`config.mk`:
```
export PLATFORM = sky130hd
export DESIGN_NAME = mem_selftest_ctrl
export DESIGN_NICKNAME = d
export VERILOG_FILES = /design/src/rtl/msc_pkg.sv /design/src/rtl/msc_march_engine.sv /design/src/rtl/msc_port_mux.sv /design/src/rtl/msc_ctrl.sv /design/src/rtl/mem_selftest_ctrl.sv
export SDC_FILE = /design/constraint.sdc
export NUM_CORES = 1
export LEC_CHECK = 0
export BUFFER_PORTS_ARGS = -buffer_cell sky130_fd_sc_hd__buf_2
export CAP_MARGIN = 20
export CORE_MARGIN = 8
export CORE_UTILIZATION = 46
export CTS_CLUSTER_DIAMETER = 120
export DETAILED_ROUTE_END_ITERATION = 10
export PLACE_DENSITY_LB_ADDON = 0.2
export SLEW_MARGIN = 20
export SYNTH_ARGS = -nofsm -noshare
export SYNTH_HDL_FRONTEND = slang
export SYNTH_SLANG_ARGS = --single-unit
```
`constraint.sdc`:
```
create_clock -name clk -period 7.25 [get_ports clk]
set_input_delay 1.0875 -clock clk [delete_from_list [all_inputs] [get_ports clk]]
set_output_delay 1.0875 -clock clk [all_outputs]
set_load 0.02 [all_outputs]
```
`src/rtl/msc_pkg.sv`:
```
package msc_pkg;

    // March elements in the order they are applied
    typedef enum logic [2:0] {
        EL_UP_W0     = 3'd0,
        EL_UP_R0W1   = 3'd1,
        EL_UP_R1W0   = 3'd2,
        EL_DN_R0W1   = 3'd3,
        EL_DN_R1W0   = 3'd4,
        EL_UP_R0     = 3'd5
    } march_el_e;

    localparam int unsigned NUM_ELEMENTS = 6;

    function automatic logic el_reads(march_el_e e);
        return e != EL_UP_W0;
    endfunction

    function automatic logic el_writes(march_el_e e);
        return e != EL_UP_R0;
    endfunction

    function automatic logic el_expect_one(march_el_e e);
        return (e == EL_UP_R1W0) || (e == EL_DN_R1W0);
    endfunction

    function automatic logic el_write_one(march_el_e e);
        return (e == EL_UP_R0W1) || (e == EL_DN_R0W1);
    endfunction

    function automatic logic el_descending(march_el_e e);
        return (e == EL_DN_R0W1) || (e == EL_DN_R1W0);
    endfunction

    function automatic int unsigned max_u(int unsigned a, int unsigned b);
        return (a > b) ? a : b;
    endfunction

endpackage

```
`src/rtl/msc_march_engine.sv`:
```
module msc_march_engine
    import msc_pkg::*;
#(
    parameter int unsigned DEPTH = 256,
    parameter int unsigned DW    = 18,
    localparam int unsigned AW   = $clog2(DEPTH)
) (
    input  logic          clk,
    input  logic          rst_n,
    input  logic          start_i,
    input  logic [DW-1:0] rdata_i,
    output logic          busy_o,
    output logic          fail_o,
    output logic          we_o,
    output logic [AW-1:0] waddr_o,
    output logic [DW-1:0] wdata_o,
    output logic [AW-1:0] raddr_o
);

    localparam logic [AW-1:0] LAST_ADDR = AW'(DEPTH - 1);
    localparam logic [DW-1:0] ALL_ONES  = {DW{1'b1}};

    typedef struct packed {
        logic          busy;
        logic          drain;
        march_el_e     elem;
        logic [AW-1:0] addr;
        logic          chk_valid;
        logic          chk_one;
        logic          fail;
    } eng_s;

    eng_s      s_d, s_q;
    logic      mismatch;
    logic      last_addr;
    march_el_e next_el;

    always_comb begin
        s_d       = s_q;
        mismatch  = s_q.chk_valid && (rdata_i != (s_q.chk_one ? ALL_ONES : '0));
        last_addr = el_descending(s_q.elem) ? (s_q.addr == '0) : (s_q.addr == LAST_ADDR);
        next_el   = march_el_e'(s_q.elem + 3'd1);

        s_d.fail      = s_q.fail | mismatch;
        s_d.chk_valid = 1'b0;

        if (start_i && !s_q.busy) begin
            s_d.busy      = 1'b1;
            s_d.drain     = 1'b0;
            s_d.elem      = EL_UP_W0;
            s_d.addr      = '0;
            s_d.chk_one   = 1'b0;
            s_d.fail      = 1'b0;
        end else if (s_q.busy && !s_q.drain) begin
            s_d.chk_valid = el_reads(s_q.elem);
            s_d.chk_one   = el_expect_one(s_q.elem);
            if (last_addr) begin
                if (s_q.elem == EL_UP_R0) begin
                    s_d.drain = 1'b1;
                end else begin
                    s_d.elem = next_el;
                    s_d.addr = el_descending(next_el) ? LAST_ADDR : '0;
                end
            end else if (el_descending(s_q.elem)) begin
                s_d.addr = s_q.addr - 1'b1;
            end else begin
                s_d.addr = s_q.addr + 1'b1;
            end
        end else if (s_q.drain) begin
            s_d.busy  = 1'b0;
            s_d.drain = 1'b0;
        end
    end

    always_ff @(posedge clk or negedge rst_n) begin
        if (!rst_n) s_q <= '0;
        else        s_q <= s_d;
    end

    assign busy_o  = s_q.busy;
    assign fail_o  = s_q.fail;
    assign we_o    = s_q.busy && !s_q.drain && el_writes(s_q.elem);
    assign waddr_o = s_q.addr;
    assign raddr_o = s_q.addr;
    assign wdata_o = el_write_one(s_q.elem) ? ALL_ONES : '0;


    fail_sticky_chk: assert property (@(posedge clk) disable iff (!rst_n)
        (s_q.fail && !start_i) |=> s_q.fail);


    march_end_chk: assert property (@(posedge clk) disable iff (!rst_n)
        $fell(s_q.busy) |-> ($past(s_q.elem) == EL_UP_R0));

endmodule

```
`src/rtl/msc_port_mux.sv`:
```
module msc_port_mux #(
    parameter int unsigned AW = 8,
    parameter int unsigned DW = 18
) (
    input  logic          clk,
    input  logic          rst_n,
    input  logic          test_i,
    input  logic          eng_we_i,
    input  logic [AW-1:0] eng_waddr_i,
    input  logic [DW-1:0] eng_wdata_i,
    input  logic [AW-1:0] eng_raddr_i,
    input  logic          fn_we_i,
    input  logic [AW-1:0] fn_waddr_i,
    input  logic [DW-1:0] fn_wdata_i,
    input  logic [AW-1:0] fn_raddr_i,
    output logic [DW-1:0] fn_rdata_o,
    output logic          mem_we_o,
    output logic [AW-1:0] mem_waddr_o,
    output logic [DW-1:0] mem_wdata_o,
    output logic [AW-1:0] mem_raddr_o,
    input  logic [DW-1:0] mem_rdata_i
);

    always_comb begin
        if (test_i) begin
            mem_we_o    = eng_we_i;
            mem_waddr_o = eng_waddr_i;
            mem_wdata_o = eng_wdata_i;
            mem_raddr_o = eng_raddr_i;
            fn_rdata_o  = '0;
        end else begin
            mem_we_o    = fn_we_i;
            mem_waddr_o = fn_waddr_i;
            mem_wdata_o = fn_wdata_i;
            mem_raddr_o = fn_raddr_i;
            fn_rdata_o  = mem_rdata_i;
        end
    end


    bg_only_chk: assert property (@(posedge clk) disable iff (!rst_n)
        (test_i && mem_we_o) |-> ((mem_wdata_o == '0) || (mem_wdata_o == {DW{1'b1}})));

endmodule

```
`src/rtl/msc_ctrl.sv`:
```
module msc_ctrl #(
    parameter int unsigned BUDGET = 1600,
    localparam int unsigned CW    = $clog2(BUDGET + 1) + 1
) (
    input  logic clk,
    input  logic rst_n,
    input  logic sleep_i,
    input  logic wr_i,
    input  logic bit0_i,
    input  logic busy_i,
    input  logic coef_fail_i,
    input  logic samp_fail_i,
    output logic start_o
);

    typedef struct packed {
        logic [CW-1:0] run_cnt;
    } ctl_s;

    ctl_s c_d, c_q;

    always_comb begin
        c_d     = c_q;
        start_o = wr_i && bit0_i && sleep_i && !busy_i;
        if (busy_i) c_d.run_cnt = c_q.run_cnt + 1'b1;
        else        c_d.run_cnt = '0;
    end

    always_ff @(posedge clk or negedge rst_n) begin
        if (!rst_n) c_q <= '0;
        else        c_q <= c_d;
    end


    start_clears_chk: assert property (@(posedge clk) disable iff (!rst_n)
        start_o |=> (busy_i && !coef_fail_i && !samp_fail_i));


    awake_ignored_chk: assert property (@(posedge clk) disable iff (!rst_n)
        (wr_i && bit0_i && !sleep_i && !busy_i) |=> !busy_i);


    budget_chk: assert property (@(posedge clk) disable iff (!rst_n)
        busy_i |-> (c_q.run_cnt < CW'(BUDGET)));

endmodule

```
`src/rtl/mem_selftest_ctrl.sv`:
```
module mem_selftest_ctrl
    import msc_pkg::*;
#(
    parameter int unsigned COEF_DEPTH = 256,
    parameter int unsigned COEF_W     = 18,
    parameter int unsigned SAMP_DEPTH = 128,
    parameter int unsigned SAMP_W     = 16,
    parameter int unsigned BUDGET     = 1600,
    localparam int unsigned CAW       = $clog2(COEF_DEPTH),
    localparam int unsigned SAW       = $clog2(SAMP_DEPTH)
) (
    input  logic              clk,
    input  logic              rst_n,
    input  logic              sleep_i,
    input  logic              ctrl_wr_i,
    input  logic              ctrl_bit0_i,
    output logic [2:0]        status_o,
    input  logic              fc_we_i,
    input  logic [CAW-1:0]    fc_waddr_i,
    input  logic [COEF_W-1:0] fc_wdata_i,
    input  logic [CAW-1:0]    fc_raddr_i,
    output logic [COEF_W-1:0] fc_rdata_o,
    input  logic              fs_we_i,
    input  logic [SAW-1:0]    fs_waddr_i,
    input  logic [SAMP_W-1:0] fs_wdata_i,
    input  logic [SAW-1:0]    fs_raddr_i,
    output logic [SAMP_W-1:0] fs_rdata_o,
    output logic              cram_we_o,
    output logic [CAW-1:0]    cram_waddr_o,
    output logic [COEF_W-1:0] cram_wdata_o,
    output logic [CAW-1:0]    cram_raddr_o,
    input  logic [COEF_W-1:0] cram_rdata_i,
    output logic              sram_we_o,
    output logic [SAW-1:0]    sram_waddr_o,
    output logic [SAMP_W-1:0] sram_wdata_o,
    output logic [SAW-1:0]    sram_raddr_o,
    input  logic [SAMP_W-1:0] sram_rdata_i
);

    localparam int unsigned RUN_CYCLES = NUM_ELEMENTS * max_u(COEF_DEPTH, SAMP_DEPTH) + 1;

    logic              start;
    logic              busy;
    logic              c_busy, c_fail, c_we;
    logic [CAW-1:0]    c_waddr, c_raddr;
    logic [COEF_W-1:0] c_wdata;
    logic              s_busy, s_fail, s_we;
    logic [SAW-1:0]    s_waddr, s_raddr;
    logic [SAMP_W-1:0] s_wdata;

    assign busy     = c_busy | s_busy;
    assign status_o = {s_fail, c_fail, busy};

    msc_ctrl #(.BUDGET(BUDGET)) u_ctrl (
        .clk        (clk),
        .rst_n      (rst_n),
        .sleep_i    (sleep_i),
        .wr_i       (ctrl_wr_i),
        .bit0_i     (ctrl_bit0_i),
        .busy_i     (busy),
        .coef_fail_i(c_fail),
        .samp_fail_i(s_fail),
        .start_o    (start)
    );

    msc_march_engine #(.DEPTH(COEF_DEPTH), .DW(COEF_W)) u_coef_eng (
        .clk    (clk),
        .rst_n  (rst_n),
        .start_i(start),
        .rdata_i(cram_rdata_i),
        .busy_o (c_busy),
        .fail_o (c_fail),
        .we_o   (c_we),
        .waddr_o(c_waddr),
        .wdata_o(c_wdata),
        .raddr_o(c_raddr)
    );

    msc_march_engine #(.DEPTH(SAMP_DEPTH), .DW(SAMP_W)) u_samp_eng (
        .clk    (clk),
        .rst_n  (rst_n),
        .start_i(start),
        .rdata_i(sram_rdata_i),
        .busy_o (s_busy),
        .fail_o (s_fail),
        .we_o   (s_we),
        .waddr_o(s_waddr),
        .wdata_o(s_wdata),
        .raddr_o(s_raddr)
    );

    msc_port_mux #(.AW(CAW), .DW(COEF_W)) u_coef_mux (
        .clk        (clk),
        .rst_n      (rst_n),
        .test_i     (busy),
        .eng_we_i   (c_we),
        .eng_waddr_i(c_waddr),
        .eng_wdata_i(c_wdata),
        .eng_raddr_i(c_raddr),
        .fn_we_i    (fc_we_i),
        .fn_waddr_i (fc_waddr_i),
        .fn_wdata_i (fc_wdata_i),
        .fn_raddr_i (fc_raddr_i),
        .fn_rdata_o (fc_rdata_o),
        .mem_we_o   (cram_we_o),
        .mem_waddr_o(cram_waddr_o),
        .mem_wdata_o(cram_wdata_o),
        .mem_raddr_o(cram_raddr_o),
        .mem_rdata_i(cram_rdata_i)
    );

    msc_port_mux #(.AW(SAW), .DW(SAMP_W)) u_samp_mux (
        .clk        (clk),
        .rst_n      (rst_n),
        .test_i     (busy),
        .eng_we_i   (s_we),
        .eng_waddr_i(s_waddr),
        .eng_wdata_i(s_wdata),
        .eng_raddr_i(s_raddr),
        .fn_we_i    (fs_we_i),
        .fn_waddr_i (fs_waddr_i),
        .fn_wdata_i (fs_wdata_i),
        .fn_raddr_i (fs_raddr_i),
        .fn_rdata_o (fs_rdata_o),
        .mem_we_o   (sram_we_o),
        .mem_waddr_o(sram_waddr_o),
        .mem_wdata_o(sram_wdata_o),
        .mem_raddr_o(sram_raddr_o),
        .mem_rdata_i(sram_rdata_i)
    );


    no_func_write_chk: assert property (@(posedge clk) disable iff (!rst_n)
        busy |-> (cram_we_o == c_we) && (sram_we_o == s_we));


    run_length_chk: assert property (@(posedge clk) disable iff (!rst_n)
        $fell(busy) |-> $past(busy) && (RUN_CYCLES <= BUDGET));

endmodule

```
# After elaboration in Yosys (flattened, before gate mapping)
# Cells that the tools add are included.
[totals]
reg_bits = 31
latch_bits = 0
ramBits = 0
romBits = 0
in_bits = 105
output_inout_bits = 103
elab_cells = 139
n_memories = 0
[classes]
n_addsub = 6
mul = 0
n_div = 0
n_lt_le_gt_ge = 0
eq_ne = 30
n_shift = 0
mux = 44
n_bitwise = 3
n_reduce_logical = 42
[ops]
columns = ["cell", "count"]
rows = [
  ["18-bit two-way mux", 4],
  ["16-bit two-way mux", 4],
  ["8-bit two-way mux", 5],
  ["7-bit two-way mux", 5],
  ["13-bit two-way mux", 2],
  ["12-bit two-way mux", 2],
  ["3-bit by 2-bit equality test with 1-bit output (second input constant)", 6],
  ["3-bit equality test (second input constant)", 6],
  ["18-bit inequality test", 1],
  ["1-bit two-way mux", 16],
  ["16-bit inequality test", 1],
  ["3-bit inequality test (second input constant)", 4],
  ["2-bit AND reduction", 6],
  ["2-bit nonzero test", 6],
  ["1-bit logical AND", 11],
  ["11-bit two-way mux", 1],
  ["10-bit two-way mux", 1],
  ["8-bit by 1-bit adder with 8-bit output (second input constant)", 1],
  ["8-bit equality test (second input constant)", 1],
  ["8-bit zero test", 1],
  ["1-bit logical OR", 8],
  ["4-bit two-way mux", 2],
  ["2-bit by 1-bit inequality test with 1-bit output (second input constant)", 4],
  ["8-bit by 1-bit subtractor with 8-bit output (second input constant)", 1],
  ["other kinds (13)", 26],
]

# Logic depth before layout (Yosys ltp)
# Gate-level depths: netlist of the first run.
[depth]
depth_word = 8
depth_mapped = 11
depth_no_buf = 11

# Modules after synthesis
# From an unflattened synthesis of the first run, not the netlist that was laid out.
[hier_totals]
hier_cells = 428
area_unflattened_um2 = 4150.2
[by_module_without_submodules]
columns = ["mod", "instances", "cells_each", "area_per_inst_um2", "seq_area_each_um2"]
rows = [
  ["msc_march_engine at u_coef_eng", 1, 163, 1512.7, 400.4],
  ["msc_march_engine at u_samp_eng", 1, 149, 1338.8, 375.4],
  ["msc_port_mux at u_coef_mux", 1, 59, 714.4, 0.0],
  ["msc_port_mux at u_samp_mux", 1, 52, 545.5, 0.0],
  ["mem_selftest_ctrl", 1, 4, 28.8, 0.0],
  ["msc_ctrl", 1, 1, 10.0, 0.0],
]

# Worst setup path before layout of the first run
# Ideal clock, no wire load.
[synth_timing]
path_type = "register -> output"
start = "register u_coef_eng.s_q[12] (netlist bit)"
end = "output cram_wdata_o[10]"
arrival_time_ns = 1.585
required_ns = 6.162
path_slack_ns = 4.577
stages_incl_launch_ff = 7
path_buffers = 1
path_cell_list = "dfrtp_1 -> ha_1 -> ha_1 -> a21oi_1 -> nor2_1 -> clkbuf_1 -> a21o_1"
[synth_between]
elab_chain_cells = 4
word_cells_on_any_way = 5
cone_classes = "eq/ne: 2; mux: 2; reduce/logical: 1"
[synth_rtl]
columns = ["item", "line_no", "source"]
rows = [
  ["start: declaration", "msc_march_engine.sv:33", "eng_s s_d, s_q;"],
  ["start signal: assignment", "msc_march_engine.sv:76", "if (!rst_n) s_q <= '0;"],
  ["start signal: assignment", "msc_march_engine.sv:77", "else s_q <= s_d;"],
  ["3-bit by 1-bit equality test with 1-bit output or 3-bit by 2-bit equality test with 1-bit output (tied branches)", "msc_pkg.sv:28", "return (e == EL_UP_R0W1) || (e == EL_DN_R0W1);"],
  ["1-bit logical OR (*)", "msc_pkg.sv:28", ""],
  ["18-bit two-way mux (*)", "msc_march_engine.sv:85", "assign wdata_o = el_write_one(s_q.elem) ? ALL_ONES : '0;"],
  ["18-bit two-way mux (*)", "msc_port_mux.sv:25", "if (test_i) begin"],
  ["end: declaration", "mem_selftest_ctrl.sv:30", "output logic [COEF_W-1:0] cram_wdata_o,"],
]
# Every way passes the cells marked *; elsewhere a longest branch is shown, timed or not.

# Worst setup path after layout of the first run
[layout_timing]
start = "register u_samp_eng.s_q (netlist bit u_samp_eng.busy_o)"
end = "output sram_wdata_o[8]"
[layout_between]
elab_chain_cells = 2
[layout_rtl]
columns = ["item", "line_no", "source"]
rows = [
  ["start: declaration", "msc_march_engine.sv:33", ""],
  ["start signal: assignment", "msc_march_engine.sv:76", ""],
  ["start signal: assignment", "msc_march_engine.sv:77", ""],
  ["1-bit bitwise OR", "mem_selftest_ctrl.sv:51", "assign busy = c_busy | s_busy;"],
  ["16-bit two-way mux", "msc_port_mux.sv:25", ""],
  ["end: declaration", "mem_selftest_ctrl.sv:35", "output logic [SAMP_W-1:0] sram_wdata_o,"],
]
# Every way passes these cells.

==> results.json, run 1 <==
{
  "avgRoutedWirePerCell_um": 16.2,
  "final_max_slew_viol_count": 0,
  "clock_path_buffers": 2,
  "vdd_ir_drop_max_mv": 0.0649,
  "holdPathStages": 2,
  "htree_num_levels": 2,
  "reg2reg_depth": 7,
  "synth_cells": 411,
  "clock_latency_ns": 0.29,
  "antenna_left": 0,
  "worstPathCellList": "nor2_4, buf_4, nor2_1, a21o_1, buf_2",
  "cts_setup_buffers": 0,
  "final_hold_viol_count": 0,
  "synth_async_sr_flop_share": 1.00,
  "yosysSeqAreaShare": 0.251,
  "cp_slowest_cell": "buf_4",
  "final_area_um2": 4280,
  "worstPathArrival_ns": 2.68,
  "ctsHoldBuffers": 0,
  "worst-path-buf-inv": 2,
  "cts_buffers": 5,
  "synth-edff-count": 0,
  "fin_util": 0.644,
  "tritoncts": "built",
  "viasPerCell": 5.39,
  "worstSetupPathType": "reg2out",
  "worst_pin_slew_ns": 0.985,
  "firstDrtPassIters": 4,
  "whs_ns": 0.494,
  "cp_max_fo": 62,
  "power.density_cell_area_nw_per_um2": 96.9,
  "antenna_found_initial": 0,
  "multi_input_area_um2": 2160,
  "grt_pass1_wl_um": 18000,
  "die_w_um": 98.0,
  "synth.cell_area_um2": 3090,
  "fill_cells": 594,
  "yosys.area.top_type_share": 0.251,
  "final.setup.tns_ns": 0,
  "syn2layout_area_growth_pct": 38.4,
  "gr-usage-all-layers": 0.224,
  "cp_slowest_stage_delay_ns": 0.61,
  "yosysWarnings": 0,
  "status": "completed",
  "leakagePower_nw": 2.77,
  "finalWirelength_um": 11100,
  "synth.area.top_cells": "dfrtp_1 25%, nand2_1 11%, ha_1 8.9%",
  "slew_headroom": 0.341,
  "ios": 208,
  "cp.depth": 5,
  "dp_hpwl_um": 9080,
  "antenna_cells": 0,
  "yosysUniqueCellTypes": 45,
  "rsz0062_at_grt": "no",
  "place_area_um2": 4140,
  "grt_pass1_vias": 3601,
  "core-area_um2": 6640,
  "die_area_um2": 9600,
  "via_count": 3689,
  "synth_area_per_cell_um2": 7.52,
  "gr-total-overflow": 0,
  "cts_resized": 0,
  "hp-start": "u_samp_eng.fail_o",
  "drcViolationCount": 0,
  "rr_endpoint": "u_coef_eng.raddr_o[7]",
  "timing.rr.start": "u_samp_eng.busy_o",
  "start_kind": "flop",
  "fin_crit_sh": 0.520,
  "drive_gt1_frac": 0.377,
  "portBuffers": 207,
  "synth_top_cell_by_area": "dfrtp_1",
  "max_freq_mhz": 265,
  "fp.dieH_um": 98.0,
  "skew_ns": 0.00835,
  "start_util": 0.465,
  "required_ns": 6.16,
  "syn-num-nets": 540,
  "end_kind": "primary output",
  "totalPowerFinal_w": 0.000414,
  "cts-root-buf": "clkbuf_8",
  "final_nets": 732,
  "hold_class": "reg2reg",
  "regArea_um2": 776,
  "clock_sinks": 31,
  "hold_end": "u_samp_eng.fail_o",
  "grt_start_max_net_pins": 63,
  "cp_top_family": "simple AND/OR/NAND/NOR gates",
  "r2r_slack_ns": 4.12,
  "ys.flop_type": "dfrtp_1",
  "row_count": 30,
  "ys_ff_latch": 31,
  "drt-initial-drc-count": 140,
  "yosysMostFrequentCell": "nand2_1",
  "yosys-top-cells-count": "93 x nand2_1, 36 x a21o_1, 36 x and2_1",
  "clkTransAtPathRegs_ns": 0.07,
  "drv_cap": 0,
  "period_minus_slack_ns": 3.77,
  "setup_viol_count_final": 0,
  "gp_congestion": 0.846
}
logic make-up after synthesis:
family / count (synthesis) / share of synthesized area
flops: 31 / 0.251
xor+xnor: 7 / 0.0198
compound gates: 101 / 0.236
fa+ha+maj: 24 / 0.102
buf+inv: 40 / 0.0530
mux: 6 / 0.0231
simple gates: 202 / 0.315
area by class of cell:
type,count,share of cell area
multi-input cells,340,0.505
repair buffers,208,0.244
flip-flops and latches,31,0.181
well taps,80,0.0234
clock buffers,6,0.0170
inverters,17,0.0149
clock inverters,2,0.0140
metrics by stage:
stage                     std cells  setup slack (ns)
final                           684              3.48
after global placement          676              3.89
after floorplan                 411              4.58
after CTS                       684              3.45
after detailed placement        676              3.77
after global routing            684              3.22
flip-flops by register name, summed over array words and instances (netlist names):
signal,count
u_samp_eng.raddr_o,7
u_coef_eng.raddr_o,8
u_samp_eng.fail_o,1
u_samp_eng.s_q,6
u_samp_eng.busy_o,1
u_coef_eng.fail_o,1
u_coef_eng.busy_o,1
u_coef_eng.s_q,6
layout by cell type (no fill, tap or decap), drive strengths merged, types with 5 or more instances in the layout:
cell type / count
nor3: 7
nand3: 17
a22o: 13
inv: 17
and2: 36
a21oi: 13
nand2: 93
nor2: 15
o31ai: 5
o21ai: 19
clkbuf: 6
ha: 22
a21o: 36
nand4: 11
xor2: 5
nor4: 12
buf: 208
dfrtp: 31
worst min-delay path: cells and delay by family, from the launching register on:
kind            cells  cell delay [ns]
compound gates      1             0.04
flops               1             0.34
simple gates        1             0.08
power by group:
group / switching, W / internal (W) / leakage [nW]
registers: 0 / 0.000173 / 0.341
clock network: 0.0000651 / 0.000137 / 0.0654
logic: 0.0000168 / 0.0000223 / 2.36
how the worst max path moves through the flow:
stage,from,slack [ns],to
after floorplan,u_coef_eng.s_q[12],4.58,cram_wdata_o[10]
after global placement,u_samp_eng.busy_o,3.89,sram_wdata_o[13]
after detailed placement,u_samp_eng.busy_o,3.77,cram_wdata_o[5]
after CTS,u_samp_eng.busy_o,3.45,cram_wdata_o[5]
after global routing,u_samp_eng.busy_o,3.22,sram_wdata_o[1]
final,u_samp_eng.busy_o,3.48,sram_wdata_o[8]
per-layer routing:
metal,routed length (um),up-vias,GRT usage
met5,0,-,0
met2,5530,154,0.397
met4,94,0,0.0444
met3,928,7,0.0612
met1,4500,1699,0.264
li1,-,1829,-
Power figures use the tool's default switching activity.
==> run 2, diff against run 1 <==
--- a/config.mk
+++ b/config.mk
@@ -8,7 +8,7 @@
 export BUFFER_PORTS_ARGS = -buffer_cell sky130_fd_sc_hd__buf_2
 export CAP_MARGIN = 20
 export CORE_MARGIN = 8
-export CORE_UTILIZATION = 46
+export CORE_UTILIZATION = 43
 export CTS_CLUSTER_DIAMETER = 120
 export DETAILED_ROUTE_END_ITERATION = 10
 export PLACE_DENSITY_LB_ADDON = 0.2
==> constraint.sdc (replaced) <==
create_clock -name clk -period 3.65 [get_ports clk]
set_input_delay 0.5475 -clock clk [delete_from_list [all_inputs] [get_ports clk]]
set_output_delay 0.5475 -clock clk [all_outputs]
set_load 0.02 [all_outputs]
==> run 2 against run 1 <==
  * Die area increased by 5.8%
  * Global-route usage down 1.3 points
  * Clock skew fell by 0.0051 ns
  * Final area is 0.56% higher
  * Flip-flop and latch count unchanged
  * Final cell count up 3.1%
  * Non-clock buffer count grew 2
  * Largest cell class unchanged
==> results.json, run 2 (synthesis results as in run 1) <==
{
  "status": "completed",
  "worstPathArrival_ns": 3.11,
  "final_nets": 734,
  "drcViolationCount": 0,
  "final_hold_viol_count": 0,
  "p_sw_w": 0.000169,
  "gr-total-overflow": 0,
  "vdd_ir_drop_max_mv": 0.164,
  "grt_start_max_net_pins": 51,
  "skew_ns": 0.00329,
  "cp_slowest_stage_delay_ns": 0.43,
  "drt-initial-drc-count": 187,
  "sw_frac_of_total": 0.217,
  "core-area_um2": 7100,
  "worst-path-buf-inv": 1,
  "fin_ws_ns": 0.712,
  "die_area_um2": 10200,
  "p_seq_frac": 0.442,
  "cpMostUsedCell": "ha_1",
  "fin_crit_sh": 0.805,
  "start_kind": "flop",
  "rr_endpoint": "u_samp_eng.raddr_o[6]",
  "ctsHoldBuffers": 0,
  "via_count": 3710,
  "cts_buffers": 5,
  "clock_latency_ns": 0.28,
  "gr-usage-all-layers": 0.211,
  "final.setup.tns_ns": 0,
  "cp_max_fo": 12,
  "htree_num_levels": 2,
  "cp_top_family": "compound AO/OA/AOI/OAI gates",
  "fill_cells": 650,
  "antenna_found_initial": 0,
  "intPower_w": 0.000608,
  "period_minus_slack_ns": 2.94,
  "firstDrtPassIters": 4,
  "worstPathCellList": "inv_1, ha_1, mux2_4, ha_1, nor2b_1, o31a_1, nor4_1, a311oi_1, mux2_2, a211o_1",
  "required_ns": 3.82,
  "reg2reg_depth": 10,
  "dp_hpwl_um": 9130,
  "cts_setup_buffers": 0,
  "mostFrequentLayoutCells": "207 x buf_2, 93 x nand2_1, 36 x a21o_1, 36 x and2_1, 31 x dfrtp_1",
  "row_count": 31,
  "portBuffers": 207,
  "r2r_slack_ns": 0.71,
  "largest_reg_flops": 8,
  "syn2layout_area_growth_pct": 39.1,
  "p_clk_frac": 0.457,
  "power.density_cell_area_nw_per_um2": 181,
  "antenna_cells": 0,
  "clkTransAtPathRegs_ns": 0.07,
  "avgRoutedWirePerCell_um": 15.9,
  "grt_pass1_wl_um": 17700,
  "timing.rr.start": "u_samp_eng.s_q[10]",
  "worst_pin_slew_ns": 0.807,
  "pwr-share-comb": 0.101,
  "cts_resized": 0,
  "drv_cap": 0,
  "cts-root-buf": "clkbuf_8",
  "fp.dieH_um": 101,
  "setup_viol_count_final": 0,
  "antenna_left": 0,
  "hold_class": "in2async",
  "finalWirelength_um": 11200,
  "worstSetupPathType": "reg2reg",
  "slew_headroom": 0.461,
  "leakagePower_nw": 2.77,
  "start_util": 0.436,
  "cp.depth": 10,
  "die_w_um": 101,
  "ios": 208,
  "clock_sinks": 31,
  "end_kind": "flop",
  "drive_gt1_frac": 0.381,
  "tritoncts": "built",
  "final_max_slew_viol_count": 0,
  "grt_pass1_vias": 3701,
  "mostFrequentLayoutCell": "buf_2",
  "viasPerCell": 5.26,
  "max_freq_mhz": 340,
  "place_ws_ns": 0.763,
  "clock_path_buffers": 2,
  "rsz0062_at_grt": "no",
  "cp_slowest_cell": "dfrtp_1",
  "gp_congestion": 0.845
}
==> run 2: cell count changes in the layout (fill, tap and decap cells not counted), sizes merged <==
cell,delta
buf,+2
clkinv,+1
bufinv,-1
==> run 2: power groups by stage <==
stage               Sequential [W]  Combinational [W]  Clock, W
finish                    0.000343          0.0000783  0.000355
global route              0.000343          0.0000876  0.000370
CTS                       0.000343          0.0000787  0.000357
detailed placement        0.000350          0.0000782         0
global placement          0.000350          0.0000762         0
floorplan                 0.000350         0.00000765         0
==> run 2: worst max path at each step <==
stage / start / endpoint
after floorplan: u_samp_eng.s_q[10] / u_samp_eng.raddr_o[6]
after global placement: u_samp_eng.s_q[10] / u_samp_eng.raddr_o[6]
after detailed placement: u_samp_eng.s_q[10] / u_samp_eng.raddr_o[6]
after CTS: u_samp_eng.busy_o / cram_wdata_o[10]
after global routing: u_samp_eng.s_q[10] / u_samp_eng.raddr_o[6]
final: u_samp_eng.s_q[10] / u_samp_eng.raddr_o[6]
==> run 2: final cells by class <==
| cell class | instances | area, um2 | area share |
|---|---|---|---|
| Clock buffer | 6 | 82.6 | 0.0192 |
| Sequential cell | 31 | 776 | 0.180 |
| Clock inverter | 2 | 35.0 | 0.00814 |
| Inverter | 17 | 63.8 | 0.0148 |
| Timing Repair Buffer | 210 | 1060 | 0.246 |
| Multi-Input combinational cell | 340 | 2160 | 0.503 |
| Tap cell | 99 | 124 | 0.0288 |
==> run 2: layer usage <==
metal,part of all wire,track usage
met3,0.11,0.0684
met1,0.41,0.247
met4,0.012,0.0558
met2,0.47,0.361
met5,0,0
==> run 2: stage by stage <==
step           hold WS (ns)   util  power [W]  instances  cell area, um2
6_report              0.302  0.606   0.000777        705            4300
5_1_grt               0.369  0.606   0.000801        705            4300
4_1_cts               0.332  0.606   0.000779        705            4300
3_5_place_dp          0.477  0.589   0.000428        697            4180
3_3_place_gp          0.472  0.589   0.000426        697            4180
2_1_floorplan         0.252      -   0.000358        411            3090
==> run 3, diff against run 2 <==
--- a/config.mk
+++ b/config.mk
@@ -5,10 +5,11 @@
 export SDC_FILE = /design/constraint.sdc
 export NUM_CORES = 1
 export LEC_CHECK = 0
+export ABC_AREA = 1
 export BUFFER_PORTS_ARGS = -buffer_cell sky130_fd_sc_hd__buf_2
 export CAP_MARGIN = 20
 export CORE_MARGIN = 8
-export CORE_UTILIZATION = 43
+export CORE_UTILIZATION = 40
 export CTS_CLUSTER_DIAMETER = 120
 export DETAILED_ROUTE_END_ITERATION = 10
 export PLACE_DENSITY_LB_ADDON = 0.2
==> constraint.sdc (replaced) <==
create_clock -name clk -period 2.48 [get_ports clk]
set_input_delay 0.372 -clock clk [delete_from_list [all_inputs] [get_ports clk]]
set_output_delay 0.372 -clock clk [all_outputs]
set_load 0.02 [all_outputs]
==> run 3 against run 2 <==
  * Setup slack got worse by 0.56 ns
  * Combinational power is 71% higher
  * Clock power increased by 16%
  * Register-to-register slack worse by 0.56 ns
  * Final area up 7.8%
  * Critical path type unchanged
  * Critical endpoint is now u_coef_eng.raddr_o[7]
  * Largest cell class unchanged
  * Largest power group is now sequential cells
  * Highest routed layer unchanged
==> results.json, run 3 <==
{
  "status": "completed",
  "worst_pin_slew_ns": 0.716,
  "viasPerCell": 4.71,
  "setup_viol_count_final": 0,
  "whs_ns": 0.139,
  "gr-total-overflow": 0,
  "final_nets": 923,
  "via_count": 4236,
  "clock_latency_ns": 0.28,
  "drt-initial-drc-count": 303,
  "hold_class": "in2async",
  "yosysUniqueCellTypes": 32,
  "synth_cells": 592,
  "syn2layout_area_growth_pct": 37.3,
  "portBuffers": 207,
  "yosysMostFrequentCell": "nand2_1",
  "reg2reg_depth": 15,
  "skew_ns": 0.00320,
  "ios": 208,
  "yosysWarnings": 0,
  "finalWirelength_um": 12700,
  "yosys.area.top_type_share": 0.310,
  "htree_num_levels": 2,
  "synth_async_sr_flop_share": 1.00,
  "clkTransAtPathRegs_ns": 0.07,
  "cp_top_family": "simple AND/OR/NAND/NOR gates",
  "clock_path_buffers": 2,
  "cpMostUsedCell": "nand2_1",
  "ys_ff_latch": 31,
  "grt_pass1_wl_um": 19800,
  "avgRoutedWirePerCell_um": 14.1,
  "period_minus_slack_ns": 2.33,
  "final_max_slew_viol_count": 0,
  "cts-root-buf": "clkbuf_8",
  "largest_reg_flops": 8,
  "gp_congestion": 0.906,
  "antenna_found_initial": 0,
  "yosysSeqAreaShare": 0.230,
  "timing.rr.start": "u_coef_eng.s_q[11]",
  "max_freq_mhz": 430,
  "die_area_um2": 11600,
  "leakagePower_nw": 3.05,
  "worst-path-buf-inv": 4,
  "antenna_left": 0,
  "fin_crit_sh": 0.939,
  "rsz0062_at_grt": "yes",
  "core-area_um2": 8220,
  "synth_area_per_cell_um2": 5.70,
  "clock_sinks": 31,
  "dp_hpwl_um": 10500,
  "yosys-top-cells-count": "279 x nand2_1, 73 x nor2_1, 65 x inv_1",
  "fp.dieH_um": 108,
  "power.density_cell_area_nw_per_um2": 227,
  "worstSetupPathType": "reg2reg",
  "synth_top_cell_by_area": "nand2_1",
  "antenna_cells": 0,
  "start_util": 0.411,
  "synth.area.top_cells": "nand2_1 31%, dfrtp_1 23%, ha_1 8.2%",
  "grt_start_max_net_pins": 42,
  "worstPathCellList": "inv_1, ha_1, inv_1, nand2_1, nand2_4, clkinvlp_4, ha_1, nand2_1, inv_1, a21oi_1, nand2_1, nand2_1, nand3_1, nand2_1, nand2_1",
  "firstDrtPassIters": 4,
  "gr-usage-all-layers": 0.208,
  "r2r_slack_ns": 0.15,
  "syn-num-nets": 721,
  "synth.cell_area_um2": 3380,
  "slew_headroom": 0.523,
  "cp_slowest_cell": "dfrtp_1",
  "drcViolationCount": 0,
  "place_ws_ns": 0.179,
  "ys.flop_type": "dfrtp_1",
  "synth-edff-count": 0,
  "fill_cells": 840,
  "cp_max_fo": 7,
  "mostFrequentLayoutCell": "nand2_1",
  "rr_endpoint": "u_coef_eng.raddr_o[7]",
  "die_w_um": 108,
  "mostFrequentLayoutCells": "278 x nand2_1, 207 x buf_2, 73 x nor2_1",
  "worstPathArrival_ns": 2.51,
  "end_kind": "flop",
  "required_ns": 2.66,
  "start_kind": "flop",
  "grt_pass1_vias": 3935,
  "fin_ws_ns": 0.152,
  "vdd_ir_drop_max_mv": 0.199,
  "drive_gt1_frac": 0.317,
  "final_hold_viol_count": 0,
  "cp_slowest_stage_delay_ns": 0.40,
  "cts_buffers": 5,
  "tritoncts": "built",
  "drv_cap": 0,
  "row_count": 33
}
==> run 3: changes by cell type in the layout (fill, tap and decap cells not counted), moves of 5 or more <==
cell,delta
nand3b_1,+7
nand4_1,-11
and2_1,-36
inv_1,+49
a22o_1,-13
nand3_1,+7
nand2_1,+185
nor4_1,-12
a21o_1,-35
nand2_2,+5
nor2_1,+60
o21ai_0,-5
==> run 3: cell type report <==
type,instances,area (um2),share of cell area
clock inverters,1,5.00,0.00108
clock buffers,6,82.6,0.0178
multi-input cells,471,2280,0.492
inverters,71,273,0.0588
repair buffers,214,1090,0.235
flip-flops and latches,31,776,0.167
well taps,105,131,0.0283
==> run 3: worst max-delay path by stage <==
stage                     slack, ns  cells after the start                    end          startpoint
after global routing          -0.05                     16  u_coef_eng.raddr_o[5]  u_coef_eng.s_q[11]
after CTS                      0.15                     12  u_samp_eng.raddr_o[5]  u_samp_eng.s_q[10]
after floorplan                0.40                     12  u_samp_eng.raddr_o[5]  u_samp_eng.s_q[10]
after global placement         0.30                     12  u_samp_eng.raddr_o[5]  u_samp_eng.s_q[10]
after detailed placement       0.18                     12  u_samp_eng.raddr_o[5]  u_samp_eng.s_q[10]
final                          0.15                     15  u_coef_eng.raddr_o[7]  u_coef_eng.s_q[11]
==> run 3: power by group <==
group	leakage, nW	internal (W)	switching, W
clock network	0.0470	0.000218	0.000194
logic	2.63	0.0000694	0.0000651
registers	0.372	0.000506	0.00000000136
total	3.05	0.000793	0.000259
==> run 3: kinds of logic after synthesis <==
family,after synthesis,share of synthesized area
XOR/XNOR,5,0.0130
AO/OA/AOI/OAI,37,0.0656
buffers and inverters,90,0.109
AND/OR/NAND/NOR,405,0.489
adder cells (fa/ha/maj),24,0.0934
flip-flops,31,0.230
==> run 3: through the flow <==
step	std cells	power, W	utilization	TNS, ns	cell area [um2]
floorplan	592	0.000542	-	0	3380
global placement	890	0.000645	0.546	0	4490
detailed placement	890	0.000648	0.546	0	4490
CTS	897	0.00106	0.557	0	4570
global route	899	0.00110	0.564	-0.117	4640
finish	899	0.00105	0.564	0	4640
==> run 3: layer usage <==
layer	vias to the layer above	global-route usage	wire length [um]
met4	0	0.0456	107
met5	-	0	0
met3	11	0.0389	1080
met2	158	0.372	6500
li1	2196	-	-
met1	1871	0.252	4980
==> run 3: what timing repair did <==
action                     in CTS  in global routing
setup endpoints to repair       0                  3
hold buffers                    0                  0
resized for setup               0                  6
setup buffers                   0                  2
